File: config.mk
export PLATFORM = sky130hd
export DESIGN_NAME = scu_ctrl_top
export DESIGN_NICKNAME = d
export VERILOG_FILES = /design/src/rtl/scu_pkg.sv /design/src/rtl/scu_decode.sv /design/src/rtl/scu_next_pc.sv /design/src/rtl/scu_ctrl_top.sv
export SDC_FILE = /design/constraint.sdc
export NUM_CORES = 1
export LEC_CHECK = 0
export BUFFER_PORTS_ARGS = -buffer_cell sky130_fd_sc_hd__buf_2
export CORE_UTILIZATION = 45
export CTS_CLUSTER_DIAMETER = 200
export DETAILED_ROUTE_END_ITERATION = 8
export PLACE_DENSITY = 0.76
export SKIP_CTS_REPAIR_TIMING = 1
export SYNTH_ARGS = -nofsm -noshare
export SYNTH_HDL_FRONTEND = slang
export SYNTH_SLANG_ARGS = --single-unit
export TNS_END_PERCENT = 10
File: constraint.sdc
create_clock -name clk -period 3.7 [get_ports clk]
set_clock_uncertainty 0.15 [all_clocks]
set_input_delay 0.74 -clock clk [delete_from_list [all_inputs] [get_ports clk]]
set_output_delay 0.74 -clock clk [all_outputs]
set_load 0.005 [all_outputs]
File: src/rtl/scu_pkg.sv
package scu_pkg;

    localparam int INSTR_W = 16;
    localparam int SEL_W   = 3;
    localparam int FUNC_W  = 4;
    localparam int OFF_W   = 2 * SEL_W;

    // bit positions that the control mapping depends on
    localparam int B_BCONST = 15;
    localparam int B_LDSEL  = 14;
    localparam int B_DMEM   = 13;
    localparam int B_FLO    = 9;
    localparam int B_FHI    = 12;
    localparam int B_DHI    = 8;
    localparam int B_DLO    = 6;
    localparam int B_AHI    = 5;
    localparam int B_ALO    = 3;
    localparam int B_BHI    = 2;

    typedef struct packed {
        logic [SEL_W-1:0]  dst;
        logic [SEL_W-1:0]  srca;
        logic [SEL_W-1:0]  srcb;
        logic [FUNC_W-1:0] func;
        logic              bsel_const;
        logic              dsel_mem;
        logic              reg_wr;
        logic              mem_wr;
        logic              pc_load;
        logic              jump;
        logic              cond_neg;
    } ctrl_t;

endpackage

File: src/rtl/scu_decode.sv
module scu_decode
    import scu_pkg::*;
#(
    parameter int XLEN = 16
) (
    input  logic               clk,
    input  logic               rst_n,
    input  logic [INSTR_W-1:0] instr,
    output ctrl_t              ctrl,
    output logic [XLEN-1:0]    konst,
    output logic [OFF_W-1:0]   offset
);

    localparam int PAD_W = XLEN - SEL_W;

    logic load_pc;

    always_comb begin
        load_pc          = instr[B_BCONST] & instr[B_LDSEL];
        ctrl.dst         = instr[B_DHI:B_DLO];
        ctrl.srca        = instr[B_AHI:B_ALO];
        ctrl.srcb        = instr[B_BHI:0];
        ctrl.func        = {instr[B_FHI:B_FLO+1], instr[B_FLO] & ~load_pc};
        ctrl.bsel_const  = instr[B_BCONST];
        ctrl.dsel_mem    = instr[B_DMEM];
        ctrl.reg_wr      = ~instr[B_LDSEL];
        ctrl.mem_wr      = ~instr[B_BCONST] & instr[B_LDSEL];
        ctrl.pc_load     = load_pc;
        ctrl.jump        = instr[B_DMEM];
        ctrl.cond_neg    = instr[B_FLO];
        konst            = {{PAD_W{1'b0}}, instr[B_BHI:0]};
        offset           = {instr[B_DHI:B_DLO], instr[B_BHI:0]};
    end

    // a PC-loading instruction must present an even function code
    AST_BRANCH_FUNC_EVEN: assert property (@(posedge clk) disable iff (!rst_n)
        ctrl.pc_load |-> !ctrl.func[0]);

endmodule

File: src/rtl/scu_next_pc.sv
module scu_next_pc
    import scu_pkg::*;
#(
    parameter int XLEN = 16
) (
    input  logic [XLEN-1:0]  pc,
    input  ctrl_t            ctrl,
    input  logic [OFF_W-1:0] offset,
    input  logic [XLEN-1:0]  bus_a,
    input  logic             neg,
    input  logic             zero,
    output logic [XLEN-1:0]  pc_next
);

    localparam int EXT_W = XLEN - OFF_W;

    logic [XLEN-1:0] pc_inc;
    logic [XLEN-1:0] pc_rel;
    logic            cond;

    always_comb begin
        pc_inc = pc + XLEN'(1);
        pc_rel = pc + {{EXT_W{offset[OFF_W-1]}}, offset};
        cond   = ctrl.cond_neg ? neg : zero;
        if (!ctrl.pc_load) begin
            pc_next = pc_inc;
        end else if (ctrl.jump) begin
            pc_next = bus_a;
        end else if (cond) begin
            pc_next = pc_rel;
        end else begin
            pc_next = pc_inc;
        end
    end

endmodule

File: src/rtl/scu_ctrl_top.sv
module scu_ctrl_top
    import scu_pkg::*;
#(
    parameter int XLEN = 16
) (
    input  logic               clk,
    input  logic               rst_n,
    input  logic [INSTR_W-1:0] instr_i,
    input  logic [XLEN-1:0]    bus_a_i,
    input  logic               neg_i,
    input  logic               zero_i,
    output logic [XLEN-1:0]    imem_addr_o,
    output logic [SEL_W-1:0]   dst_sel_o,
    output logic [SEL_W-1:0]   srca_sel_o,
    output logic [SEL_W-1:0]   srcb_sel_o,
    output logic [XLEN-1:0]    const_o,
    output logic [FUNC_W-1:0]  func_sel_o,
    output logic               bsel_const_o,
    output logic               dsel_mem_o,
    output logic               reg_wr_o,
    output logic               mem_wr_o,
    output logic               pc_load_o,
    output logic               jump_o,
    output logic               cond_neg_o
);

    typedef struct packed {
        logic [XLEN-1:0] pc;
    } state_t;

    state_t           st_d;
    state_t           st_q;
    ctrl_t            ctrl;
    logic [OFF_W-1:0] offset;
    logic [XLEN-1:0]  pc_next;

    scu_decode #(.XLEN(XLEN)) u_decode (
        .clk    (clk),
        .rst_n  (rst_n),
        .instr  (instr_i),
        .ctrl   (ctrl),
        .konst  (const_o),
        .offset (offset)
    );

    scu_next_pc #(.XLEN(XLEN)) u_next_pc (
        .pc      (st_q.pc),
        .ctrl    (ctrl),
        .offset  (offset),
        .bus_a   (bus_a_i),
        .neg     (neg_i),
        .zero    (zero_i),
        .pc_next (pc_next)
    );

    always_comb begin
        st_d    = st_q;
        st_d.pc = pc_next;
    end

    always_ff @(posedge clk) begin
        if (!rst_n) begin
            st_q <= '0;
        end else begin
            st_q <= st_d;
        end
    end

    assign imem_addr_o  = st_q.pc;
    assign dst_sel_o    = ctrl.dst;
    assign srca_sel_o   = ctrl.srca;
    assign srcb_sel_o   = ctrl.srcb;
    assign func_sel_o   = ctrl.func;
    assign bsel_const_o = ctrl.bsel_const;
    assign dsel_mem_o   = ctrl.dsel_mem;
    assign reg_wr_o     = ctrl.reg_wr;
    assign mem_wr_o     = ctrl.mem_wr;
    assign pc_load_o    = ctrl.pc_load;
    assign jump_o       = ctrl.jump;
    assign cond_neg_o   = ctrl.cond_neg;

    AST_PC_STEP: assert property (@(posedge clk) disable iff (!rst_n)
        !pc_load_o |=> imem_addr_o == $past(imem_addr_o) + XLEN'(1));

    AST_JUMP_TARGET: assert property (@(posedge clk) disable iff (!rst_n)
        (pc_load_o && jump_o) |=> imem_addr_o == $past(bus_a_i));

    AST_BRANCH_TAKEN: assert property (@(posedge clk) disable iff (!rst_n)
        (pc_load_o && !jump_o && (cond_neg_o ? neg_i : zero_i))
        |=> imem_addr_o == $past(imem_addr_o)
            + {{(XLEN-OFF_W){$past(instr_i[B_DHI])}},
               $past(instr_i[B_DHI:B_DLO]), $past(instr_i[B_BHI:0])});

    AST_BRANCH_FALL: assert property (@(posedge clk) disable iff (!rst_n)
        (pc_load_o && !jump_o && !(cond_neg_o ? neg_i : zero_i))
        |=> imem_addr_o == $past(imem_addr_o) + XLEN'(1));

endmodule

**After elaboration in Yosys (flattened, before gate mapping)**

Index checks and enable logic that the tools add are counted.

- Register bits: 16
- Input port bits: 36
- Output and inout port bits: 52

- Add/sub/neg operators: 2
- Mux-type cells: 4
- Bitwise operators: 6

Operators by type and width:

| kind | count |
|---|---|
| $mux 16 | 3 |
| $add 16x1->16 const B | 1 |
| $add 16x16->16 | 1 |
| $and 1x1->1 | 3 |
| $not 1->1 | 3 |
| $mux 1 | 1 |

**Logic depth before layout (Yosys ltp)**

- Depth after elaboration: 4
- Gate-level depth with buffers: 8
- Mapped depth without buffers: 8

**Cells and area by module**

A second synthesis with hierarchy kept.

- Cells, all modules: 265
- Area, all modules: 2065.7 um^2

By module, submodules not included:

| module | instances | cells each | area each (um^2) | seq. area each (um^2) |
|---|---|---|---|---|
| scu_next_pc | 1 | 188 | 1295.0 | 0.0 |
| scu_ctrl_top | 1 | 33 | 446.7 | 320.3 |
| scu_decode | 1 | 44 | 324.1 | 0.0 |

**Worst setup path before layout**

Ideal clock, no wire load.

- Path type: input-to-reg
- Start point: in instr_i[0]
- End point: reg st_q (netlist bit imem_addr_o[14])
- Data arrival time: 2.488 ns
- Required time: 3.398 ns
- Setup slack: 0.910 ns
- Cell stages on the path: 8
- Buffers on the path: 0
- Cells stage by stage: ha_1 fa_1 a211oi_1 o21ai_2 a31oi_4 o211a_1 mux2i_1 a211oi_2

- Word-level cells in the longest chain between the ends: 4

RTL lines:

| element | line | text |
|---|---|---|
| start, declared | scu_ctrl_top.sv:8 | `input logic [INSTR_W-1:0] instr_i,` |
| $add 16x16->16 | scu_next_pc.sv:23 | `pc_rel = pc + {{EXT_W{offset[OFF_W-1]}}, offset};` |
| $mux 16 | scu_next_pc.sv:29 | `end else if (cond) begin` |
| $mux 16 | scu_next_pc.sv:27 | `end else if (ctrl.jump) begin` |
| $mux 16 | scu_next_pc.sv:25 | `if (!ctrl.pc_load) begin` |
| end signal, assigned | scu_ctrl_top.sv:65 | `st_q <= st_d;` |
| end, declared | scu_ctrl_top.sv:32 | `state_t st_q;` |

Every way passes these cells.
A chain may end at the register's enable or synchronous reset.

**Worst setup path in the final report**

Ends and elaborated chain as after synthesis.

==> reports/qor.yml <==
largest_reg_flops: 16
grt_pass1_vias: 2011
slew_viol_final: 0
final_layout_net_count: 374
wirelength_met1_mm: 2.598
post_drt_via_cell_ratio: 5.731
clock_latency_ns: 0.27
timing.rr.start: "imem_addr_o[0]$_SDFF_PN0_"
leakage_uw: 0.001106
internal_power_uw: 400.1
period_share_pct: 75.22
dp.cells: 368
top_layer: "met4"
grt_remaining_overflow: 0
combinationalPowerShare_pct: 41.5
grt_setup_unrepaired: "false"
critical_path_class: "input pin to register"
antenna_cells: 0
grt_use_total_pct: 23.91
synth_ff_type: "sky130_fd_sc_hd__dfxtp_1"
postSynthRegisterBits: 16
timing.fmax_mhz: 359.3
min_path_type: "register to register"
switching_share_pct: 38.53
floorplan.initialDensity_pct: 47.17
ff2ff_setup_slack_ns: 1.10
numCtsBuffers: 3
critical_path_required_ns: 3.71
dieWidth_um: 70.02
detail-route-antenna-nets: 0
cts_tree: "built"
io-pin-count: 88
dr_wl_met2_mm: 2.566
final-seq-area_um2: 320.3
rows: 24
ranking_of_synthesized_cells_by_area: "sky130_fd_sc_hd__dfxtp_1, sky130_fd_sc_hd__buf_4, sky130_fd_sc_hd__ha_1, sky130_fd_sc_hd__nand2_1, sky130_fd_sc_hd__nor2_1"
htree_levels: 1
wire_length_of_the_first_global_routing_pass_mm: 9.542
die_y_um: 70.02
number_of_endpoints_failing_setup_at_the_final_stage: 0
period_needed_ns: 2.783
min_path_cells: 1
cts_root_buffer: "sky130_fd_sc_hd__clkbuf_8"
reg2reg_depth: 8
synthToLayoutAreaGrowth_pct: 11.12
synth-warning-count: 0
arrival_time_at_the_worst_endpoint_ns: 2.79
drv.max_cap_violation_count: 0
p_total_uw: 650.9
layout-drive-gt1-share_pct: 24.69
totalNegativeSetupSlack_ns: 0
max_slew.worst_pin.slew_ns: 0.6252
firstDrtPassIters: 4
die_area_um2: 4903
syn-mean-instance-area_um2: 7.516
most-common-layout-cells: "sky130_fd_sc_hd__buf_2, sky130_fd_sc_hd__nand2_1, sky130_fd_sc_hd__nor2_1"
fin_hold_viols: 0
multiInputGateArea_um2: 1506
cts-root-to-sink-buffers: 2
post_drt_wl_per_cell_um: 15.31
synth.top_cell.area_share_pct: 15.38
place_ws_ns: 0.6504
power.share.clock_pct: 26.5
met3_wirelength_um: 425
largest_net_degree_at_the_start_of_global_routing: 16
rr_endpoint: "imem_addr_o[14]$_SDFF_PN0_"
vdd_ir_drop_max_uv: 192.3
portBuffers: 62
grt_antenna_before_repair: 0
commonest_non_fill_non_tap_cell_in_the_layout: "sky130_fd_sc_hd__buf_2"
share_seq_of_total_power_pct: 32.0
netlist_instances: 277
syn-cell-area_um2: 2082
place.detailed.hpwl_mm: 4.293
clkTransAtPathRegs_ns: 0.08
power_switching_uw: 250.8
drt_iter0_markers: 181
fillers: 435
gp_congestion: 0.8665
numClockSinks: 16
layout_setup_ws_ns: 0.9168
final_util_pct: 52.41
route.detailed.drc: 0
core_area_um2: 4414
hold_end: "imem_addr_o[0]$_SDFF_PN0_"
synth.yosys.seq_area_share_pct: 15.38
cp_endpoint_kind: "register"
synth_area_leader_cell: "sky130_fd_sc_hd__dfxtp_1"
timing.critical_path.fanout_max: 4
postSynth.asyncResetShare_pct: 0
maxSlewHeadroom_pct: 57.24
hold_path_origin: "imem_addr_o[0]$_SDFF_PN0_"
status: "finished, final reports clean"
synth.lib_cells_used.distinct: 55
num_vias: 2132
critical_path.startpoint_type: "input pin"
routed_wl_mm: 5.694
synth-edff-count: 0
final_cells: 372
power.density_nw_per_um2: 281.4
==> critical path, cell delays in order <==
cell and delay (ns):
sky130_fd_sc_hd__buf_2 0.11, sky130_fd_sc_hd__ha_1 0.22, sky130_fd_sc_hd__fa_1 0.43, sky130_fd_sc_hd__a211oi_1 0.39, sky130_fd_sc_hd__o21ai_2 0.16, sky130_fd_sc_hd__a31oi_4 0.26, sky130_fd_sc_hd__o211a_1 0.18, sky130_fd_sc_hd__mux2i_1 0.21
sky130_fd_sc_hd__a211oi_2 0.09
==> power by group through the flow <==
stage	logic, uW	clock network [uW]	registers (uW)
after floorplan	206	0	209
after global placement	261	0	212
after detailed placement	265	0	212
after CTS	267	169	208
after global routing	303	179	211
final	270	173	208
==> cell usage after synthesis, types with 3 or more instances <==
library cell and n:
sky130_fd_sc_hd__a2111oi_0 3, sky130_fd_sc_hd__a211oi_1 9, sky130_fd_sc_hd__a21o_1 5, sky130_fd_sc_hd__a21oi_1 15
sky130_fd_sc_hd__a221oi_1 4, sky130_fd_sc_hd__a31oi_1 4, sky130_fd_sc_hd__buf_4 32, sky130_fd_sc_hd__clkbuf_1 4
sky130_fd_sc_hd__dfxtp_1 16, sky130_fd_sc_hd__ha_1 16, sky130_fd_sc_hd__inv_1 10, sky130_fd_sc_hd__mux2i_1 7
sky130_fd_sc_hd__nand2_1 24, sky130_fd_sc_hd__nand3_1 13, sky130_fd_sc_hd__nor2_1 24, sky130_fd_sc_hd__nor2b_1 5
sky130_fd_sc_hd__nor3_1 4, sky130_fd_sc_hd__o21ai_0 17, sky130_fd_sc_hd__o221ai_1 5, sky130_fd_sc_hd__or2_2 3
sky130_fd_sc_hd__xnor2_1 9, sky130_fd_sc_hd__xor2_1 9
==> through the flow <==
step           instance area, um2  hold WS [ns]
3_5_place_dp                 2258        0.4398
6_report                     2313        0.4463
4_1_cts                      2313        0.4558
2_1_floorplan                2127        0.3865
3_3_place_gp                 2258        0.4356
5_1_grt                      2313        0.5131
==> layer usage <==
| metal | track usage, % | vias up |
|---|---|---|
| met5 | 0 | - |
| met4 | 7.333 | 0 |
| met3 | 5.339 | 10 |
| met2 | 37.50 | 85 |
| met1 | 32.54 | 973 |
| li1 | - | 1064 |
==> area by class of cell <==
type	count	share of cell area (%)
Multi-Input combinational cell	225	65.12
Timing Repair Buffer	64	14.06
Sequential cell	16	13.85
Tap cell	52	2.812
Clock buffer	4	2.380
Inverter	11	1.785
==> cells by family (layout without fill, tap and decap cells) <==
| kind of cell | Yosys count | in the layout | share of synthesized area (%) |
|---|---|---|---|
| AND/OR/NAND/NOR | 87 | 87 | 19.89 |
| AO/OA/AOI/OAI | 82 | 82 | 28.06 |
| buffers and inverters | 48 | 79 | 14.42 |
| XOR/XNOR | 18 | 18 | 7.573 |
| adder cells (fa/ha/maj) | 17 | 17 | 10.58 |
| flip-flops | 16 | 16 | 15.38 |
| multiplexers | 8 | 8 | 3.906 |
| other | 1 | 13 | 0.1801 |
==> how the worst max path moves through the flow <==
| stage | start | endpoint | slack, ns | cells after the start |
|---|---|---|---|---|
| floorplan | instr_i[0] | imem_addr_o[14]$_SDFF_PN0_ | 0.91 | 8 |
| global placement | instr_i[0] | imem_addr_o[14]$_SDFF_PN0_ | 0.70 | 9 |
| detailed placement | instr_i[0] | imem_addr_o[14]$_SDFF_PN0_ | 0.65 | 9 |
| CTS | instr_i[0] | imem_addr_o[14]$_SDFF_PN0_ | 0.92 | 9 |
| global route | instr_i[0] | imem_addr_o[8]$_SDFF_PN0_ | 0.75 | 9 |
| finish | instr_i[0] | imem_addr_o[14]$_SDFF_PN0_ | 0.92 | 9 |
(Power assumes the default switching activity.)
